<file path="src/rtl/acc_pkg.sv">
// Shared definitions for the accumulator core: operation codes, sequencer
// states, ALU selects and the bit positions of the condition code.
// Assumes a 4-bit operation code in the top bits of each instruction word.
package acc_pkg;
    localparam int OPC_W = 4;

    localparam logic [OPC_W-1:0] OPC_LOAD  = 4'h1;
    localparam logic [OPC_W-1:0] OPC_ADD   = 4'h2;
    localparam logic [OPC_W-1:0] OPC_STORE = 4'h3;
    localparam logic [OPC_W-1:0] OPC_SUB   = 4'h4;
    localparam logic [OPC_W-1:0] OPC_IN    = 4'h5;
    localparam logic [OPC_W-1:0] OPC_OUT   = 4'h6;
    localparam logic [OPC_W-1:0] OPC_HALT  = 4'h7;
    localparam logic [OPC_W-1:0] OPC_JMP   = 4'h8;
    localparam logic [OPC_W-1:0] OPC_SKZ   = 4'h9;
    localparam logic [OPC_W-1:0] OPC_SKG   = 4'hA;
    localparam logic [OPC_W-1:0] OPC_SKL   = 4'hB;

    // Condition code bit positions.
    localparam int CC_NEG  = 0;
    localparam int CC_ZERO = 1;
    localparam int CC_POS  = 2;
    localparam int CC_W    = 3;

    typedef enum logic [4:0] {
        SQ_F_MAR, SQ_F_RD, SQ_F_MDR, SQ_F_IR, SQ_F_PC, SQ_DEC,
        SQ_X_MAR, SQ_X_RD, SQ_X_MDR, SQ_X_ACC,
        SQ_S_MDR, SQ_S_WR,
        SQ_JMP, SQ_SKIP, SQ_IN, SQ_OUT, SQ_HALT
    } seq_e;

    typedef enum logic [1:0] {
        ALU_PASS, ALU_ADD, ALU_SUB
    } alu_sel_e;
endpackage

</file>
<file path="src/rtl/acc_alu.sv">
// Accumulator arithmetic: pass-through, add or subtract of two words.
// Assumes modular (wrap-around) arithmetic at the data width.
module acc_alu
    import acc_pkg::*;
#(
    parameter int W = 16
) (
    input  alu_sel_e       sel,
    input  logic [W-1:0]   acc,
    input  logic [W-1:0]   opnd,
    output logic [W-1:0]   res
);
    // Select the result for the current operation.
    always_comb begin
        unique case (sel)
            ALU_ADD: res = acc + opnd;
            ALU_SUB: res = acc - opnd;
            default: res = opnd;
        endcase
    end
endmodule

</file>
<file path="src/rtl/acc_flags.sv">
// Condition code generator: classifies a two's-complement word as
// negative, zero or positive. Exactly one output bit is set.
module acc_flags
    import acc_pkg::*;
#(
    parameter int W = 16
) (
    input  logic [W-1:0]    val,
    output logic [CC_W-1:0] cc
);
    // Sign and zero tests; positive is neither.
    always_comb begin
        cc          = '0;
        cc[CC_NEG]  = val[W-1];
        cc[CC_ZERO] = (val == '0);
        cc[CC_POS]  = !val[W-1] && (val != '0);
    end
endmodule

</file>
<file path="src/rtl/acc_core.sv">
// Accumulator fetch-execute core. Each sequencer state performs one register
// transfer among PC, MAR, MDR, IR and the accumulator. Assumes memory returns
// the word addressed by mem_addr one clock after it is presented.
module acc_core
    import acc_pkg::*;
#(
    parameter  int ADDR_W = 12,
    localparam int DATA_W = OPC_W + ADDR_W
) (
    input  logic              clk,
    input  logic              rst_n,
    input  logic [ADDR_W-1:0] start_addr,
    output logic [ADDR_W-1:0] mem_addr,
    output logic [DATA_W-1:0] mem_wdata,
    output logic              mem_we,
    input  logic [DATA_W-1:0] mem_rdata,
    output logic [ADDR_W-1:0] dev_sel,
    input  logic [DATA_W-1:0] in_data,
    input  logic              in_valid,
    output logic [DATA_W-1:0] out_data,
    output logic              out_stb,
    output logic              halted
);
    seq_e              state_q, state_d;
    logic [ADDR_W-1:0] pc_q, mar_q;
    logic [DATA_W-1:0] mdr_q, ir_q, acc_q;
    logic [CC_W-1:0]   cc_q, cc_new;
    logic [OPC_W-1:0]  opc;
    logic [ADDR_W-1:0] opnd_addr;
    alu_sel_e          alu_sel;
    logic [DATA_W-1:0] alu_b, alu_res;
    logic              skip_take;
    logic              in_wait;

    assign opc       = ir_q[DATA_W-1 -: OPC_W];
    assign opnd_addr = ir_q[ADDR_W-1:0];
    assign in_wait   = (state_q == SQ_IN);

    // Choose the ALU function from the decoded operation.
    always_comb begin
        unique case (opc)
            OPC_ADD: alu_sel = ALU_ADD;
            OPC_SUB: alu_sel = ALU_SUB;
            default: alu_sel = ALU_PASS;
        endcase
    end

    assign alu_b = in_wait ? in_data : mdr_q;

    acc_alu #(.W(DATA_W)) u_alu (
        .sel  (alu_sel),
        .acc  (acc_q),
        .opnd (alu_b),
        .res  (alu_res)
    );

    acc_flags #(.W(DATA_W)) u_flg (
        .val (alu_res),
        .cc  (cc_new)
    );

    // Decide whether the current skip instruction jumps over the next word.
    always_comb begin
        unique case (opc)
            OPC_SKZ: skip_take = cc_q[CC_ZERO];
            OPC_SKG: skip_take = cc_q[CC_POS];
            OPC_SKL: skip_take = cc_q[CC_NEG];
            default: skip_take = 1'b0;
        endcase
    end

    // Sequencer next-state: fixed micro-sequences per operation.
    always_comb begin
        state_d = state_q;
        unique case (state_q)
            SQ_F_MAR: state_d = SQ_F_RD;
            SQ_F_RD:  state_d = SQ_F_MDR;
            SQ_F_MDR: state_d = SQ_F_IR;
            SQ_F_IR:  state_d = SQ_F_PC;
            SQ_F_PC:  state_d = SQ_DEC;
            SQ_DEC: begin
                unique case (opc)
                    OPC_LOAD, OPC_ADD, OPC_SUB, OPC_STORE: state_d = SQ_X_MAR;
                    OPC_IN:                   state_d = SQ_IN;
                    OPC_OUT:                  state_d = SQ_OUT;
                    OPC_JMP:                  state_d = SQ_JMP;
                    OPC_SKZ, OPC_SKG, OPC_SKL: state_d = SQ_SKIP;
                    default:                  state_d = SQ_HALT;
                endcase
            end
            SQ_X_MAR: state_d = (opc == OPC_STORE) ? SQ_S_MDR : SQ_X_RD;
            SQ_X_RD:  state_d = SQ_X_MDR;
            SQ_X_MDR: state_d = SQ_X_ACC;
            SQ_X_ACC: state_d = SQ_F_MAR;
            SQ_S_MDR: state_d = SQ_S_WR;
            SQ_S_WR:  state_d = SQ_F_MAR;
            SQ_JMP, SQ_SKIP, SQ_OUT: state_d = SQ_F_MAR;
            SQ_IN:    state_d = in_valid ? SQ_F_MAR : SQ_IN;
            SQ_HALT:  state_d = SQ_HALT;
            default:  state_d = SQ_F_MAR;
        endcase
    end

    // Sequencer state register.
    always_ff @(posedge clk) begin
        if (!rst_n) state_q <= SQ_F_MAR;
        else        state_q <= state_d;
    end

    // Register transfers performed in each sequencer state.
    always_ff @(posedge clk) begin
        if (!rst_n) begin
            pc_q  <= start_addr;
            mar_q <= '0;
            mdr_q <= '0;
            ir_q  <= '0;
            acc_q <= '0;
            cc_q  <= CC_W'(1 << CC_ZERO);
        end else begin
            unique case (state_q)
                SQ_F_MAR: mar_q <= pc_q;
                SQ_F_MDR: mdr_q <= mem_rdata;
                SQ_F_IR:  ir_q  <= mdr_q;
                SQ_F_PC:  pc_q  <= pc_q + 1'b1;
                SQ_X_MAR: mar_q <= opnd_addr;
                SQ_X_MDR: mdr_q <= mem_rdata;
                SQ_X_ACC: begin
                    acc_q <= alu_res;
                    cc_q  <= cc_new;
                end
                SQ_S_MDR: mdr_q <= acc_q;
                SQ_JMP:   pc_q  <= opnd_addr;
                SQ_SKIP:  if (skip_take) pc_q <= pc_q + 1'b1;
                SQ_IN: begin
                    if (in_valid) begin
                        acc_q <= alu_res;
                        cc_q  <= cc_new;
                    end
                end
                default: ;
            endcase
        end
    end

    assign mem_addr  = mar_q;
    assign mem_wdata = mdr_q;
    assign mem_we    = (state_q == SQ_S_WR);
    assign dev_sel   = opnd_addr;
    assign out_data  = acc_q;
    assign out_stb   = (state_q == SQ_OUT);
    assign halted    = (state_q == SQ_HALT);
endmodule

</file>
<file path="config.mk">
export PLATFORM = sky130hd
export DESIGN_NAME = acc_core
export DESIGN_NICKNAME = d
export VERILOG_FILES = /design/src/rtl/acc_pkg.sv /design/src/rtl/acc_alu.sv /design/src/rtl/acc_flags.sv /design/src/rtl/acc_core.sv
export SDC_FILE = /design/constraint.sdc
export NUM_CORES = 1
export LEC_CHECK = 0
export ABC_CLOCK_PERIOD_IN_PS = 5600
export BUFFER_PORTS_ARGS = -buffer_cell sky130_fd_sc_hd__buf_2
export CORE_ASPECT_RATIO = 1.25
export CORE_MARGIN = 2
export CORE_UTILIZATION = 48
export CTS_BUF_LIST = sky130_fd_sc_hd__clkbuf_16
export CTS_CLUSTER_SIZE = 20
export DETAILED_ROUTE_END_ITERATION = 10
export PLACE_DENSITY = 0.68
export SYNTH_ARGS = -nofsm -noshare
export SYNTH_HDL_FRONTEND = slang
export SYNTH_SLANG_ARGS = --single-unit
</file>
<file path="constraint.sdc">
create_clock -name clk -period 5.6 [get_ports clk]
set_input_delay 0.56 -clock clk [delete_from_list [all_inputs] [get_ports clk]]
set_output_delay 0.56 -clock clk [all_outputs]
set_load 0.05 [all_outputs]
</file>
==> flow_summary.ini, run 1 <==
[run_status]
outcome = complete, no violations

[global_route]
grt_overflow = 0
grt_max_degree = 50
antenna_found_initial = 0
grt_pass1_wl_um = 26100
grt_util_all_layers = 0.253
grt_pass1_vias = 5086

[worst_hold_path]
hp-class = reg -> reg
min_path_cells = 2

[logic_synthesis]
yosysWarnings = 0
syn_inst = 706
ys_seq_elements = 84
synth_edf_count = 12
synth_ff_type = dfxtp_1
syn_area_sq_um = 5900
synth-seq-area-share = 0.305
synth_cell_type_count = 76
syn_area_per_cell_sq_um = 8.35
syn-num-nets = 776
synthArstFlopShare = 0

[clocking]
postCtsHoldBufs = 0
root_buffer = clkbuf_16
clk_path_buf_depth = 2
clkLatencyLatePin_ps = 340
htreeDepth = 3
cts_tree = built
clkSlewWorstSetupHoldPaths_ps = 60
postCtsSetupBuffers = 0
cts_sinks = 84
numCtsBuffers = 9
cts_resized = 0

[place]
place.gp.congestion = 0.888
hpwlAfterDp_um = 12500
portBuffers = 105

[floorplanning]
core_area_sq_um = 12000
die_y_um = 128
io_pins = 106
die_w_um = 103
placementRows = 45
die_area_sq_um = 13200
initial_core_util = 0.490

[sta]
max_freq_mhz = 214
maxSlewViolCount = 0
finClkSkew_ps = 6.48
fin_crit_ps = 4670
setup_violations = 0
hold_viol = 0
final.period_utilization = 0.834
finalSetupTns_ps = 0
rsz0062_at_grt = no
slew_headroom = 0.210
tightest_slew_ps = 1180

[critical_path]
crit_type = reg -> reg
cp_max_fo = 18
cp_slowest_cell = dfxtp_1
cp_cell_sequence = nand3b_4 > nor2_2 > buf_4 > mux2i_2 > and2b_2 > nor2_1 > xor2_1 > ha_1 > and3_1 > a221oi_2 > o211ai_1 > mux2i_1 > o311a_1 > nor4_1 > nand4_1 > o2111a_1
ff2ff_path_depth = 16
cp-start-kind = flip-flop
crit_arrival_ps = 4900
cp.required_ps = 5830
endpoint_kind = flip-flop
max_stage_delay_ps = 770

[routing]
ant_nets = 0
vias = 5539
wl_per_cell_um = 17.6
drt-total-wl_um = 16700
first_iter_violations = 388
drc_errors = 0
viasPerCell = 5.85
first_pass_iters = 5

[layout]
antenna_cells = 0
syn2layout_area_growth_pct = 14.6
fin_nets = 848
fillers = 1165
drive_above_1_share = 0.212

[power_and_ir_drop]
p_leak_uw = 0.00320
power_uw = 1890
ir_worst_vdd_mv = 0.138
p_per_area_nw_per_um2 = 280

[job]
drv_cap = 0
==> placed cells by master (no fill, tap or decap), drive strengths merged, types with 8 or more instances in the layout <==
cell type and count:
buf 117, nor2 53, xnor2 11, xor2 19
mux2 14, dfxtp 72, o211a 32, nand2 109
mux2i 48, inv 17, edfxtp 12, o21ai 37
ha 22, a21oi 27, nor3 12, a21o 8
clkbuf 9, a211oi 8, a21boi 26, nand3 18
==> worst paths after layout <==
kind	slack [ps]	startpoint	endpoint
worst max-delay path	930	state_q[1]	cc_q[2]
worst min-delay path	480	flip-flop	state_q[4]
worst max register to register	930	state_q[1]	cc_q[2]
worst min register to register	480	flip-flop	state_q[4]
==> power breakdown <==
group,switching [uW],total (uW),internal (uW)
Sequential,47.3,696,649
Clock,254,598,344
Combinational,370,598,228
Total,672,1890,1220
==> metal layers <==
| metal | track usage | routed length [um] |
|---|---|---|
| met1 | 0.332 | 7240 |
| met2 | 0.438 | 8330 |
| met3 | 0.0376 | 920 |
| met4 | 0.0542 | 185 |
| met5 | 0 | 0 |
==> state kept, by name, summed over array words and instances (netlist names), named ones only <==
register	count
state_q	5
out_data	15
pc_q	12
cc_q	3
mem_wdata	16
mem_addr	12
ir_q	16
==> critical path: cells and delay by family (launching register included) <==
kind            cells  cell delay (ps)
simple gates        7             1460
compound gates      4              990
flops               1              770
mux                 2              600
fa+ha+maj           1              300
buf+inv             1              240
xor+xnor            1              200
==> kinds of logic (layout without fill, tap and decap cells) <==
kind of cell,after synthesis,after routing,share of synthesized area
and+or+nand+nor,254,254,0.208
AOI/OAI and AO/OA,180,180,0.224
DFF,84,84,0.305
buffers and inverters,73,150,0.0590
muxes,62,62,0.109
xor gates and xnor gates,30,30,0.0445
adders and majority gates,23,23,0.0501
==> cells in the mapped netlist, types with 18 or more instances <==
cell | count | area [sq um]
o21ai_0 | 37 | 185
mux2i_1 | 47 | 470
nor2_1 | 52 | 195
clkbuf_1 | 37 | 139
a21oi_1 | 27 | 135
o211a_1 | 32 | 320
ha_1 | 22 | 275
xor2_1 | 19 | 166
dfxtp_1 | 72 | 1440
nand3_1 | 18 | 90.1
a21boi_0 | 25 | 188
nand2_1 | 109 | 409
==> cell type report <==
type | instances | area, sq um | share of cell area
clock inverter | 7 | 67.6 | 0.0100
tap | 164 | 205 | 0.0304
clock buffer | 9 | 225 | 0.0333
sequential | 84 | 1800 | 0.267
inverter | 17 | 63.8 | 0.00944
multi-input combinational | 549 | 3780 | 0.559
timing repair buffer | 117 | 616 | 0.0911
==> stage by stage <==
stage	instance area [sq um]	util	hold slack, ps	std cells	worst slack (ps)
floorplan	5900	-	451	706	1630
global placement	6470	0.537	468	931	1140
detailed placement	6470	0.537	477	931	1000
CTS	6760	0.561	486	947	979
global route	6760	0.561	511	947	689
finish	6760	0.561	480	947	932
No activity file was read; power rests on OpenSTA's default activity.
==> inputs of run 2 (changes only) <==
--- a/config.mk
+++ b/config.mk
@@ -5,7 +5,7 @@
 export SDC_FILE = /design/constraint.sdc
 export NUM_CORES = 1
 export LEC_CHECK = 0
-export ABC_CLOCK_PERIOD_IN_PS = 5600
+export ABC_CLOCK_PERIOD_IN_PS = 4750
 export BUFFER_PORTS_ARGS = -buffer_cell sky130_fd_sc_hd__buf_2
 export CORE_ASPECT_RATIO = 1.25
 export CORE_MARGIN = 2
==> constraint.sdc (replaced) <==
create_clock -name clk -period 4.75 [get_ports clk]
set_input_delay 0.475 -clock clk [delete_from_list [all_inputs] [get_ports clk]]
set_output_delay 0.475 -clock clk [all_outputs]
set_load 0.05 [all_outputs]
==> run 2 against run 1 <==
Clock power rose by 11%. Largest cell class unchanged. Register-to-register slack got worse by 650 ps. Cell area rose by 0.61%. Clock-buffer cell count did not move. Core utilization rose by 0.34 points. Critical path depth fell by 1. Critical path type unchanged. Die area did not move. Fmax rose by 4.5%. Non-clock buffer count rose by 7. Total power rose by 16%. Highest routed layer unchanged. Setup slack got worse by 650 ps. Wire length fell by 0.31%.
==> flow_summary.ini, run 2 (synthesis results as in run 1) <==
[sta]
whs_ps = 428
tightest_slew_ps = 1190
final.period_utilization = 0.940
rsz0062_at_grt = no
fin_crit_ps = 4470
max_freq_mhz = 224
finClkSkew_ps = 5.76
maxSlewViolCount = 0
slew_headroom = 0.203
setup_violations = 0
finalSetupTns_ps = 0
hold_viol = 0

[layout]
layoutNonFillerInstCount = 954
fin_nets = 855
layout_commonest_cell = nand2_1
layout_common_cells = 109 x nand2_1, 105 x buf_2, 71 x dfxtp_1, 52 x nor2_1, 47 x mux2i_1
antenna_cells = 0
drive_above_1_share = 0.223
fillers = 1167
syn2layout_area_growth_pct = 15.3
final_cell_area_sq_um = 6800

[floorplanning]
core_area_sq_um = 12000
die_y_um = 128
initial_core_util = 0.490
die_area_sq_um = 13200
die_w_um = 103
io_pins = 106
placementRows = 45

[clocking]
postCtsHoldBufs = 0
clkLatencyLatePin_ps = 350
numCtsBuffers = 9
cts_sinks = 84
cts_resized = 0
postCtsSetupBuffers = 0
cts_tree = built
htreeDepth = 3
root_buffer = clkbuf_16
clk_path_buf_depth = 2
clkSlewWorstSetupHoldPaths_ps = 60

[global_route]
grt_max_degree = 50
grt_pass1_wl_um = 26400
grt_pass1_vias = 5267
grt_util_all_layers = 0.254
antenna_found_initial = 0
grt_overflow = 0

[critical_path]
cp_max_fo = 15
crit_arrival_ps = 4750
cp-start-kind = flip-flop
cp.required_ps = 5040
crit_type = reg -> reg
endpoint_kind = flip-flop

[routing]
drt-total-wl_um = 16600
first_iter_violations = 362
viasPerCell = 5.85
wl_per_cell_um = 17.4
ant_nets = 0
first_pass_iters = 7
vias = 5583
drc_errors = 0

[place]
place.gp.congestion = 0.986
portBuffers = 105
dpl_cell_area_sq_um = 6520
hpwlAfterDp_um = 12500
placedCellCount = 938

[power_and_ir_drop]
p_seq_frac = 0.369
ir_worst_vdd_mv = 0.154
power_switching_uw = 797
switching_share = 0.364
pwr-share-comb = 0.330
p_per_area_nw_per_um2 = 322
p_leak_uw = 0.00322
p_int_uw = 1400
power_frac_clock = 0.301

[worst_hold_path]
hp-class = in -> reg

[job]
drv_cap = 0

[run_status]
outcome = complete, no violations
==> run 2: cell count changes in the layout (fill, tap and decap cells not counted) <==
cell / change
buf_4: +7
bufinv_16: -1
clkinvlp_4: +1
dfxtp_1: -1
dfxtp_2: +1
inv_1: -1
inv_6: +1
o31ai_1: -1
o31ai_2: +1
==> run 2: power groups by stage <==
stage / Sequential (uW) / Clock [uW] / Combinational (uW)
finish: 809 / 661 / 723
global route: 813 / 709 / 787
CTS: 808 / 672 / 711
detailed placement: 823 / 0 / 707
global placement: 822 / 0 / 692
floorplan: 904 / 0 / 454
==> run 2: routing by layer <==
layer  part of all wire  track usage  up-vias
met1               0.43        0.323     2627
met4              0.030       0.0960        0
li1                   -            -     2699
met5                  0            0        -
met2               0.48        0.423      211
met3              0.061       0.0480       46
==> run 2: metrics by stage <==
step | total power, uW | utilization | worst slack [ps]
2_1_floorplan | 1360 | - | 779
3_3_place_gp | 1510 | 0.541 | 445
6_report | 2190 | 0.564 | 285
3_5_place_dp | 1530 | 0.541 | 323
5_1_grt | 2310 | 0.564 | 8.27
4_1_cts | 2190 | 0.564 | 281
==> run 2: critical path, stage by stage, from the launching register on <==
cell      delay, ps
dfxtp_1         340
or4b_2          680
ha_1            420
buf_4           240
or3_1           330
nand3_1          90
o21ai_0          90
ha_1            320
nor2_1          100
or3b_1          360
a21o_1          230
a211oi_1        300
nor2_1           70
mux2i_1         240
mux2i_1         330
o2111a_1        240
==> run 2: path summary, 6_finish.rpt <==
kind | end | cells after the start | startpoint | slack (ps)
min reg2reg | cc_q[1] | 2 | cc_q[1] | 490
max reg2reg | cc_q[2] | 15 | ir_q[15] | 280
max | cc_q[2] | 15 | ir_q[15] | 280
min | pc_q[6] | 2 | start_addr[6] | 430
==> run 2: layout make-up <==
type,instances,area (sq um),area share
tap,164,205,0.0302
multi-input combinational,549,3780,0.557
sequential,84,1800,0.265
clock inverter,7,50.0,0.00736
timing repair buffer,124,668,0.0983
inverter,17,63.8,0.00938
clock buffer,9,225,0.0331
